===== src/rtl/tsc_pkg.sv =====
package tsc_pkg;
    timeunit 1ns;
    timeprecision 1ps;

    typedef enum logic [2:0] {
        CH_TEMP0 = 3'b000,
        CH_YPOS  = 3'b001,
        CH_BATT  = 3'b010,
        CH_Z1    = 3'b011,
        CH_Z2    = 3'b100,
        CH_XPOS  = 3'b101,
        CH_AUX   = 3'b110,
        CH_TEMP1 = 3'b111
    } chan_e;

    // Command fields after the start bit, in arrival order (first field = MSB).
    typedef struct packed {
        logic [2:0] chan;
        logic       short_res;
        logic       single_ended;
        logic [1:0] pwr;
    } cmd_t;

    localparam int CMD_BITS = $bits(cmd_t) + 1;

    typedef enum logic [0:0] {
        RX_HUNT,
        RX_BITS
    } rx_state_e;

    typedef enum logic [1:0] {
        TX_IDLE,
        TX_BUSY,
        TX_SHIFT,
        TX_TAIL
    } tx_state_e;

    // Channels measured across a resistive plate pair.
    function automatic logic chan_is_plate(input logic [2:0] c);
        logic hit;
        unique case (chan_e'(c))
            CH_YPOS, CH_Z1, CH_Z2, CH_XPOS: hit = 1'b1;
            default:                        hit = 1'b0;
        endcase
        return hit;
    endfunction
endpackage


===== src/rtl/tsc_cmd_rx.sv =====
module tsc_cmd_rx
    import tsc_pkg::*;
#(
    parameter int ACQ_EDGE = 5
) (
    input  logic clk,
    input  logic rst_n,
    input  logic cs_n,
    input  logic din,
    output cmd_t cmd,
    output logic ref_diff,
    output logic byte_done,
    output logic acq_pos
);
    timeunit 1ns;
    timeprecision 1ps;

    localparam int CW = $clog2(CMD_BITS);
    localparam int SW = CMD_BITS - 1;

    rx_state_e      st_q, st_d;
    logic [CW-1:0]  cnt_q, cnt_d;
    logic [SW-1:0]  shreg_q;
    logic [SW-1:0]  full_w;
    cmd_t           cmd_q;
    logic           diff_q;
    logic           done_q;
    logic           last_bit;
    logic           taking;

    assign last_bit = (st_q == RX_BITS) && (cnt_q == CW'(CMD_BITS - 1));
    assign taking   = !cs_n && (st_q == RX_BITS);
    assign full_w   = {shreg_q[SW-2:0], din};

    // Next-state logic
    always_comb begin
        st_d  = st_q;
        cnt_d = cnt_q;
        if (cs_n) begin
            st_d  = RX_HUNT;
            cnt_d = '0;
        end else begin
            unique case (st_q)
                RX_HUNT: begin
                    if (din) begin
                        st_d  = RX_BITS;
                        cnt_d = CW'(1);
                    end
                end
                RX_BITS: begin
                    if (last_bit) begin
                        st_d  = RX_HUNT;
                        cnt_d = '0;
                    end else begin
                        cnt_d = cnt_q + CW'(1);
                    end
                end
            endcase
        end
    end

    // State register
    always_ff @(posedge clk or negedge rst_n) begin
        if (!rst_n) begin
            st_q  <= RX_HUNT;
            cnt_q <= '0;
        end else begin
            st_q  <= st_d;
            cnt_q <= cnt_d;
        end
    end

    // Outputs: shift register, captured command, completion strobe
    always_ff @(posedge clk or negedge rst_n) begin
        if (!rst_n) begin
            shreg_q <= '0;
            cmd_q   <= '0;
            diff_q  <= 1'b0;
            done_q  <= 1'b0;
        end else begin
            done_q <= 1'b0;
            if (cs_n) begin
                shreg_q <= '0;
            end else if (taking) begin
                shreg_q <= full_w;
                if (last_bit) begin
                    cmd_q  <= cmd_t'(full_w);
                    diff_q <= !full_w[$bits(cmd_t)-5] && chan_is_plate(full_w[SW-1:SW-3]);
                    done_q <= 1'b1;
                end
            end
        end
    end

    assign cmd       = cmd_q;
    assign ref_diff  = diff_q;
    assign byte_done = done_q;
    assign acq_pos   = (st_q == RX_BITS) && (cnt_q == CW'(ACQ_EDGE));

    AST_CS_HOLDS_FIELDS: assert property (@(posedge clk) disable iff (!rst_n)
        cs_n |=> $stable(cmd_q) && $stable(diff_q)) else $error("fields moved while deselected");

    AST_DONE_AFTER_BITS: assert property (@(posedge clk) disable iff (!rst_n)
        done_q |-> $past(st_q == RX_BITS)) else $error("command completed without capture");

    AST_DONE_SINGLE: assert property (@(posedge clk) disable iff (!rst_n)
        done_q |=> !done_q) else $error("completion strobe held");
endmodule


===== src/rtl/tsc_sar_model.sv =====
module tsc_sar_model #(
    parameter int RES_W = 12
) (
    input  logic                     clk,
    input  logic                     rst_n,
    input  logic                     load,
    input  logic                     step,
    input  logic [$clog2(RES_W)-1:0] idx,
    input  logic [RES_W-1:0]         ain,
    output logic                     decide
);
    timeunit 1ns;
    timeprecision 1ps;

    logic [RES_W-1:0] samp_q;
    logic [RES_W-1:0] acc_q;
    logic [RES_W-1:0] trial;

    // Trial word: bits already decided plus the bit under test.
    always_comb begin
        trial  = acc_q | (RES_W'(1) << idx);
        decide = (samp_q >= trial);
    end

    always_ff @(negedge clk or negedge rst_n) begin
        if (!rst_n) begin
            samp_q <= '0;
            acc_q  <= '0;
        end else if (load) begin
            samp_q <= ain;
            acc_q  <= '0;
        end else if (step && decide) begin
            acc_q  <= trial;
        end
    end
endmodule


===== src/rtl/tsc_out_seq.sv =====
module tsc_out_seq
    import tsc_pkg::*;
#(
    parameter int RES_W   = 12,
    parameter int SHORT_W = 8
) (
    input  logic                     clk,
    input  logic                     rst_n,
    input  logic                     cs_n,
    input  logic                     acq_pos,
    input  logic                     byte_done,
    input  logic                     short_res,
    input  logic                     decide,
    output logic                     sar_load,
    output logic                     sar_step,
    output logic [$clog2(RES_W)-1:0] sar_idx,
    output logic                     dout,
    output logic                     busy,
    output logic                     acq_active
);
    timeunit 1ns;
    timeprecision 1ps;

    localparam int IW         = $clog2(RES_W);
    localparam int LAST_FULL  = 0;
    localparam int LAST_SHORT = RES_W - SHORT_W;

    tx_state_e     st_q, st_d;
    logic [IW-1:0] idx_q;
    logic [IW-1:0] last_q;
    logic          dout_q;
    logic          busy_q;
    logic          acq_q;
    logic          shifting;

    assign shifting = (st_q == TX_BUSY) || (st_q == TX_SHIFT);

    // Next-state logic
    always_comb begin
        st_d = st_q;
        if (cs_n) begin
            st_d = TX_IDLE;
        end else if (byte_done) begin
            st_d = TX_BUSY;
        end else begin
            unique case (st_q)
                TX_IDLE:  st_d = TX_IDLE;
                TX_BUSY:  st_d = (idx_q == last_q) ? TX_TAIL : TX_SHIFT;
                TX_SHIFT: st_d = (idx_q == last_q) ? TX_TAIL : TX_SHIFT;
                TX_TAIL:  st_d = TX_TAIL;
            endcase
        end
    end

    // State register
    always_ff @(negedge clk or negedge rst_n) begin
        if (!rst_n) st_q <= TX_IDLE;
        else        st_q <= st_d;
    end

    // Outputs
    always_ff @(negedge clk or negedge rst_n) begin
        if (!rst_n) begin
            dout_q <= 1'b0;
            busy_q <= 1'b0;
            acq_q  <= 1'b0;
            idx_q  <= '0;
            last_q <= '0;
        end else if (cs_n) begin
            dout_q <= 1'b0;
            busy_q <= 1'b0;
            acq_q  <= 1'b0;
            idx_q  <= '0;
        end else if (byte_done) begin
            busy_q <= 1'b1;
            acq_q  <= 1'b0;
            dout_q <= 1'b0;
            idx_q  <= IW'(RES_W - 1);
            last_q <= short_res ? IW'(LAST_SHORT) : IW'(LAST_FULL);
        end else begin
            busy_q <= 1'b0;
            if (acq_pos) acq_q <= 1'b1;
            unique case (st_q)
                TX_BUSY, TX_SHIFT: begin
                    dout_q <= decide;
                    idx_q  <= idx_q - IW'(1);
                end
                TX_IDLE, TX_TAIL: dout_q <= 1'b0;
            endcase
        end
    end

    assign sar_load   = !cs_n && byte_done;
    assign sar_step   = !cs_n && !byte_done && shifting;
    assign sar_idx    = idx_q;
    assign dout       = dout_q;
    assign busy       = busy_q;
    assign acq_active = acq_q;

    AST_BUSY_SINGLE: assert property (@(negedge clk) disable iff (!rst_n)
        busy_q |=> !busy_q) else $error("busy longer than one period");

    AST_BUSY_AFTER_ACQ: assert property (@(negedge clk) disable iff (!rst_n)
        $rose(busy_q) |-> $past(acq_q)) else $error("busy without acquisition");

    AST_CS_QUIETS: assert property (@(negedge clk) disable iff (!rst_n)
        cs_n |=> (!busy_q && !dout_q && !acq_q)) else $error("outputs active after deselect");
endmodule


===== src/rtl/tsc_serial_seq.sv =====
module tsc_serial_seq
    import tsc_pkg::*;
#(
    parameter int RES_W    = 12,
    parameter int SHORT_W  = 8,
    parameter int ACQ_EDGE = 5
) (
    input  logic             rst_n,
    input  logic             dclk,
    input  logic             cs_n,
    input  logic             din,
    input  logic [RES_W-1:0] ain_code,
    output logic             dout,
    output logic             dout_en,
    output logic             busy,
    output logic             busy_en,
    output logic             acq_active,
    output logic [2:0]       ch_sel,
    output logic             short_res,
    output logic             single_ended,
    output logic [1:0]       pwr_sel,
    output logic             ref_diff
);
    timeunit 1ns;
    timeprecision 1ps;

    localparam int IW = $clog2(RES_W);

    cmd_t          cmd_w;
    logic          byte_done_w;
    logic          acq_pos_w;
    logic          decide_w;
    logic          sar_load_w;
    logic          sar_step_w;
    logic [IW-1:0] sar_idx_w;

    tsc_cmd_rx #(
        .ACQ_EDGE (ACQ_EDGE)
    ) u_rx (
        .clk       (dclk),
        .rst_n     (rst_n),
        .cs_n      (cs_n),
        .din       (din),
        .cmd       (cmd_w),
        .ref_diff  (ref_diff),
        .byte_done (byte_done_w),
        .acq_pos   (acq_pos_w)
    );

    tsc_sar_model #(
        .RES_W (RES_W)
    ) u_sar (
        .clk    (dclk),
        .rst_n  (rst_n),
        .load   (sar_load_w),
        .step   (sar_step_w),
        .idx    (sar_idx_w),
        .ain    (ain_code),
        .decide (decide_w)
    );

    tsc_out_seq #(
        .RES_W   (RES_W),
        .SHORT_W (SHORT_W)
    ) u_tx (
        .clk        (dclk),
        .rst_n      (rst_n),
        .cs_n       (cs_n),
        .acq_pos    (acq_pos_w),
        .byte_done  (byte_done_w),
        .short_res  (cmd_w.short_res),
        .decide     (decide_w),
        .sar_load   (sar_load_w),
        .sar_step   (sar_step_w),
        .sar_idx    (sar_idx_w),
        .dout       (dout),
        .busy       (busy),
        .acq_active (acq_active)
    );

    assign dout_en      = !cs_n;
    assign busy_en      = !cs_n;
    assign ch_sel       = cmd_w.chan;
    assign short_res    = cmd_w.short_res;
    assign single_ended = cmd_w.single_ended;
    assign pwr_sel      = cmd_w.pwr;
endmodule


===== config.mk =====
export PLATFORM = sky130hd
export DESIGN_NAME = tsc_serial_seq
export DESIGN_NICKNAME = d
export VERILOG_FILES = /design/src/rtl/tsc_pkg.sv /design/src/rtl/tsc_cmd_rx.sv /design/src/rtl/tsc_sar_model.sv /design/src/rtl/tsc_out_seq.sv /design/src/rtl/tsc_serial_seq.sv
export SDC_FILE = /design/constraint.sdc
export NUM_CORES = 1
export LEC_CHECK = 0
export BUFFER_PORTS_ARGS = -buffer_cell sky130_fd_sc_hd__clkbuf_2
export CAP_MARGIN = 25
export CORE_MARGIN = 1.5
export CORE_UTILIZATION = 43
export DETAILED_ROUTE_END_ITERATION = 12
export GPL_TIMING_DRIVEN = 1
export PLACE_DENSITY = 0.73
export REMOVE_ABC_BUFFERS = 1
export SETUP_SLACK_MARGIN = 0.1
export SLEW_MARGIN = 20
export SYNTH_ARGS = -nofsm -noshare
export SYNTH_HDL_FRONTEND = slang
export SYNTH_SLANG_ARGS = --single-unit

===== constraint.sdc =====
create_clock -name dclk -period 3.44 [get_ports dclk]
set_clock_uncertainty 0.2 [all_clocks]
set_input_delay 0.172 -clock dclk [delete_from_list [all_inputs] [get_ports dclk]]
set_output_delay 0.172 -clock dclk [all_outputs]
set_load 0.01 [all_outputs]

==> run metrics, run 1 <==
Final setup viols 0; leakage power 1.43 nW; Antenna Violating Nets Remaining 0; core area 0.00599 mm^2; largest family of logic cells by synthesized area compound AO/OA/AOI/OAI gates; Register-to-Register Setup Slack 0.17 ns; total CTS buffers 5; Async SR Flop Fraction 100%; number of core rows 28; Layout area overhead 13.5%; Slew @ Worst Pin 0.758 ns; dominant cells by area after synthesis dfrtn_1 (31%), dfrtp_1 (18%), ha_1 (10%); first-pass GRT wire length 8840 um; initial antenna violation count 0; PwrDens 379 mW/mm^2; sequential-to-total area share from yosys stat 49.1%; Total Wirelength 5130 um; Finished Cell Area 0.00307 mm^2; R2R depth 5; XOR/XNOR Fraction of Synth Area 1.30%; Syn Std Cell Area 0.00270 mm^2; First-pass DRT Iterations 4; Simple-Gate Fraction of Synth Area 11.9%; H-tree depth 2; Die Wd 82.3 um; Clock Tree Root clkbuf_8; CP required 1.85 ns; gr usage total 16.8%; die area 0.00677 mm^2; HP Class primary input to flop; Reg-to-Reg End u_sar.acc_q[5]$_DFFE_NN0P_; synth warn 0; slew margin rel. 49.1%; top-count cell post-synth a21oi_1; io pins 29; Hold EP u_rx.shreg_q[0]$_DFFE_PN0P_; WL per Instance 14.4 um; vias per cell 5.37; clock transition at the registers of the reported paths 0.10 ns; Bufs on Longest Clock Path 2; Peak VDD IR 250 uV; CP Cell Sequence nor3b_4 > buf_4 > nor2_1 > or3_1 > a21oi_1; Final Hold Viols 0; port bufs 28; Gate power share 8.7%; count of state elements after synthesis 53; clk_lat worst skew 0.30 ns; DR vias 1917; Synth top cells by count a21oi_1 (41), dfrtn_1 (34), nor2_1 (25); Netlist cell types 38; Post-synth EDFFs 0; launch point of the worst reg-to-reg path u_rx.byte_done$_DFF_PN0_; Tot Pwr 1.16 mW; placed cell areas 0.00294 mm^2; Max stage delay cell, worst path dfrtp_2; Critical Path End Type flop; Clock power frac 36.0%; worst hold stages 3; WHS 0.188 ns; GRT overflow 0; Diodes inserted 0; Routability Congestion 0.812; initial DRC count 100; top-area cell type share of the netlist area 31.5%; Switching Fraction 23.2%; critical path arrival 1.68 ns; CP max FO 13; clock sink count 53; nets@finish 319; ys flop type dfrtn_1; MaxCap Viol Count 0; Synth area leader dfrtn_1; share of power burned in registers 55.3%; setup repair after global routing missed its margin no; Pins Over Slew Limit 0; largest net degree at the start of global routing 39; WS Path Type flop to flop; Starting Density 45.1%; mux cell area share after synthesis 10.1%; post-synthesis adder-cell area fraction 10.2%; vias in the first global route 1963; fin util 51.2%; instance count of the mapped netlist 245; chip height 82.3 um; CTS tree done; switching power 0.271 mW; Buffers & Inverters on Critical Path 1; layout cell share with drive strength beyond 1 24.1%; Final HPWL DP 3600 um; DRC viols 0; Post-Syn Area per Cell 11.0 um^2; status completed; hold wc startpoint cs_n; delay-heaviest family, CP simple AND/OR/NAND/NOR gates; Worst Setup Start Kind flop; CP startpoint u_rx.byte_done$_DFF_PN0_; slowest stage delay, CP 0.46 ns; Compound-Gate Fraction of Synth Area 13.1%; Int Pwr 0.893 mW
==> metrics by stage <==
step	setup WS (ns)	TNS, ns	std cells
after global placement	0.176	0	347
after detailed placement	0.125	0	347
final	0.171	0	357
after floorplan	-0.140	-1.77	235
after CTS	0.110	0	357
after global routing	0.111	0	357
==> worst min-delay path: cells and delay by family <==
family | cells | cell delay [ns]
buffers and inverters | 2 | 0.37
and+or+nand+nor | 1 | 0.10
==> layer usage <==
| layer | part of all wire, % | track usage, % |
|---|---|---|
| met2 | 48 | 29.1 |
| met4 | 1.5 | 4.07 |
| met5 | 0 | 0 |
| met1 | 46 | 21.6 |
| met3 | 3.7 | 3.41 |
==> power groups by stage <==
stage                     clock network (mW)  logic, mW  registers, mW
after floorplan                            0     0.0515          0.656
after global placement                     0     0.0967          0.655
after detailed placement                   0      0.101          0.655
after CTS                              0.429      0.103          0.644
after global routing                   0.450      0.114          0.645
final                                  0.419      0.101          0.643
==> cell usage in the layout (no fill, tap or decap), types with 2 or more instances in the layout <==
master and n:
nor2b_1 4, inv_1 10, dlygate4sd3_1 2, nor2_1 25, dfrtp_1 18, mux2_2 18, nor3_1 4, xnor2_1 4
a21o_1 3, a31oi_1 2, o21ai_0 7, ha_1 22, dfrtn_1 34, buf_4 8, a21oi_1 41, mux2i_1 6
nand2_1 9, clkbuf_2 28, clkbuf_8 5, or3_1 11
==> timing repair <==
| action | 4_1_cts | 5_1_grt |
|---|---|---|
| resized for setup | 0 | 1 |
| hold endpoints to repair | 6 | 0 |
| hold buffers | 2 | 0 |
| buffers inserted | 0 | 0 |
| setup endpoints to repair | 0 | 14 |
==> layout make-up <==
cell class / count / area, um^2
Clock inverter: 3 / 41.3
Inverter: 10 / 37.5
Fill cell: 543 / 2920
Sequential cell: 53 / 1330
Multi-Input combinational cell: 172 / 1260
Clock buffer: 5 / 68.8
Timing Repair Buffer: 39 / 240
Tap cell: 75 / 93.8
==> cells by family after synthesis <==
family,after synthesis
simple gates,61
fa+ha+maj,22
flops,53
xor+xnor,4
compound gates,60
mux,25
buf+inv,20
==> registers in the layout (all words and copies together) (netlist names) <==
signal           count
u_rx.byte_done       1
u_rx.cmd             7
u_rx.cnt_q           3
u_rx.ref_diff        1
u_rx.shreg_q         6
u_rx.st_q            1
u_sar.acc_q         12
u_sar.samp_q        12
u_tx.acq_active      1
u_tx.busy            1
u_tx.dout            1
u_tx.last_q          1
u_tx.sar_idx         4
u_tx.st_q            2
==> worst max-delay path by stage <==
stage                                               to  depth (start not counted)
after floorplan           u_sar.samp_q[10]$_DFFE_NN0P_                          3
after global placement     u_sar.samp_q[9]$_DFFE_NN0P_                          4
after detailed placement   u_sar.samp_q[5]$_DFFE_NN0P_                          4
after CTS                  u_sar.samp_q[5]$_DFFE_NN0P_                          4
after global routing        u_sar.acc_q[5]$_DFFE_NN0P_                          5
final                       u_sar.acc_q[5]$_DFFE_NN0P_                          5
Note: power is estimated with default switching activity, not from simulation.
==> inputs of run 2 (changes only) <==
--- a/config.mk
+++ b/config.mk
@@ -7,10 +7,10 @@
 export LEC_CHECK = 0
 export BUFFER_PORTS_ARGS = -buffer_cell sky130_fd_sc_hd__clkbuf_2
 export CAP_MARGIN = 25
-export CORE_MARGIN = 1.5
 export CORE_UTILIZATION = 43
 export DETAILED_ROUTE_END_ITERATION = 12
 export GPL_TIMING_DRIVEN = 1
+export MAX_ROUTING_LAYER = met4
 export PLACE_DENSITY = 0.73
 export REMOVE_ABC_BUFFERS = 1
 export SETUP_SLACK_MARGIN = 0.1
==> constraint.sdc (replaced) <==
create_clock -name dclk -period 3.44 [get_ports dclk]
set_clock_uncertainty 0.2 [all_clocks]
set_input_delay 0.688 -clock dclk [delete_from_list [all_inputs] [get_ports dclk]]
set_output_delay 0.688 -clock dclk [all_outputs]
set_load 0.01 [all_outputs]
==> run metrics, run 2 (same netlist as run 1, synthesis figures left out) <==
critical path arrival 2.58 ns; CTS hold repair buffers 0; slowest stage delay, CP 0.44 ns; H-tree depth 2; initial antenna violation count 0; Antenna Violating Nets Remaining 0; status finished, violations left; DRC viols 0; Pins Over Slew Limit 0; Critical Path End Type primary output; core area 0.00599 mm^2; violated checks setup timing; commonest non-fill, non-tap cell in the layout a21oi_1; PwrDens 356 mW/mm^2; most frequent cells in the layout a21oi_1 (41), dfrtn_1 (34), nor2_1 (25), clkbuf_2 (25), ha_1 (22); fill cell count 556; vias in the first global route 1882; Place WS -0.176 ns; slew margin rel. 51.1%; Gate power share 9.2%; layout cell share with drive strength beyond 1 24.7%; WS Path Type flop to primary output; clk_lat worst skew 0.31 ns; Starting Density 45.1%; clock sink count 53; Max stage delay cell, worst path dfrtn_1; Final Hold Viols 0; Total Wirelength 5120 um; die area 0.00661 mm^2; CTS tree done; share of power burned in registers 58.9%; total CTS buffers 5; fin worst setup slack -0.0274 ns; CP Cell Sequence buf_6; Routability Congestion 0.777; Clock Tree Root clkbuf_8; CP max FO 2; Layout area overhead 13.6%; Tot Pwr 1.09 mW; Bufs on Longest Clock Path 2; CP required 2.55 ns; leakage power 1.44 nW; Switching Fraction 24.9%; Int Pwr 0.820 mW; nets@finish 320; number of core rows 28; chip height 81.3 um; First-pass DRT Iterations 4; initial DRC count 131; MaxCap Viol Count 0; setup repair after global routing missed its margin yes; Clock power frac 31.9%; GRT overflow 0; Die Wd 81.3 um; io pins 29; clock transition at the registers of the reported paths 0.09 ns; switching power 0.272 mW; Peak VDD IR 224 uV; largest net degree at the start of global routing 54; Buffers & Inverters on Critical Path 1; Diodes inserted 0; Slew @ Worst Pin 0.728 ns; Final HPWL DP 3440 um; HP Class primary input to async pin; port bufs 28; WL per Instance 14.3 um; Worst Setup Start Kind flop; Final setup viols 1; delay-heaviest family, CP flip-flops; gr usage total 17.6%; vias per cell 5.27; first-pass GRT wire length 8620 um; DR vias 1887
[run 2: repair_timing]
| action | CTS | global route |
|---|---|---|
| setup endpoints to repair | 5 | 16 |
| buffers inserted | 0 | 1 |
| gates resized for setup | 0 | 5 |
| pin swaps | 0 | 0 |
[run 2: area by class of cell]
type	instances	area (um^2)	area share (%)
tap	75	93.8	3.06
clock buffer	5	68.8	2.24
multi-input combinational	172	1260	41.0
clock inverter	3	17.5	0.570
inverter	10	37.5	1.22
timing repair buffer	40	268	8.72
sequential	53	1330	43.2
[run 2: power groups by stage]
stage          clock, mW  sequential (mW)  combinational [mW]
2_1_floorplan          0            0.656              0.0515
3_3_place_gp           0            0.655              0.0985
3_5_place_dp           0            0.656               0.102
4_1_cts            0.358            0.644               0.102
5_1_grt            0.381            0.645               0.113
6_report           0.348            0.644               0.100
[run 2: worst paths after layout]
kind                                           endpoint  depth (start not counted)                    startpoint  slack, ns
min in group dclk          u_sar.samp_q[11]$_DFFE_NN0P_                          1  u_sar.samp_q[11]$_DFFE_NN0P_       0.26
hold reg to reg            u_sar.samp_q[11]$_DFFE_NN0P_                          1  u_sar.samp_q[11]$_DFFE_NN0P_       0.26
setup / recovery                             acq_active                          1   u_tx.acq_active$_DFFE_NN0P_      -0.03
setup reg to reg            u_sar.samp_q[3]$_DFFE_NN0P_                          4      u_rx.byte_done$_DFF_PN0_       0.12
max in group asynchronous   u_sar.samp_q[0]$_DFFE_NN0P_                          2                         rst_n       0.98
hold / removal                      u_rx.st_q$_DFF_PN0_                          2                         rst_n       0.18
[run 2: through the flow]
| step | hold WS, ns | instances | instance area (um^2) | utilization [%] | setup TNS (ns) |
|---|---|---|---|---|---|
| global route | 0.203 | 358 | 3070 | 51.3 | -0.0638 |
| detailed placement | 0.268 | 349 | 2960 | 49.5 | -3.33 |
| global placement | 0.261 | 349 | 2960 | 49.5 | -2.54 |
| floorplan | 0.192 | 235 | 2620 | - | -4.38 |
| CTS | 0.186 | 357 | 3050 | 50.9 | -0.0398 |
| finish | 0.182 | 358 | 3070 | 51.3 | -0.0274 |
[run 2: routing by layer]
layer | track usage, % | vias up | routed length (um)
met2 | 28.6 | 39 | 2450
met4 | 6.61 | 0 | 83
met3 | 3.37 | 10 | 176
li1 | - | 928 | -
met1 | 21.7 | 910 | 2410
met5 | - | - | 0
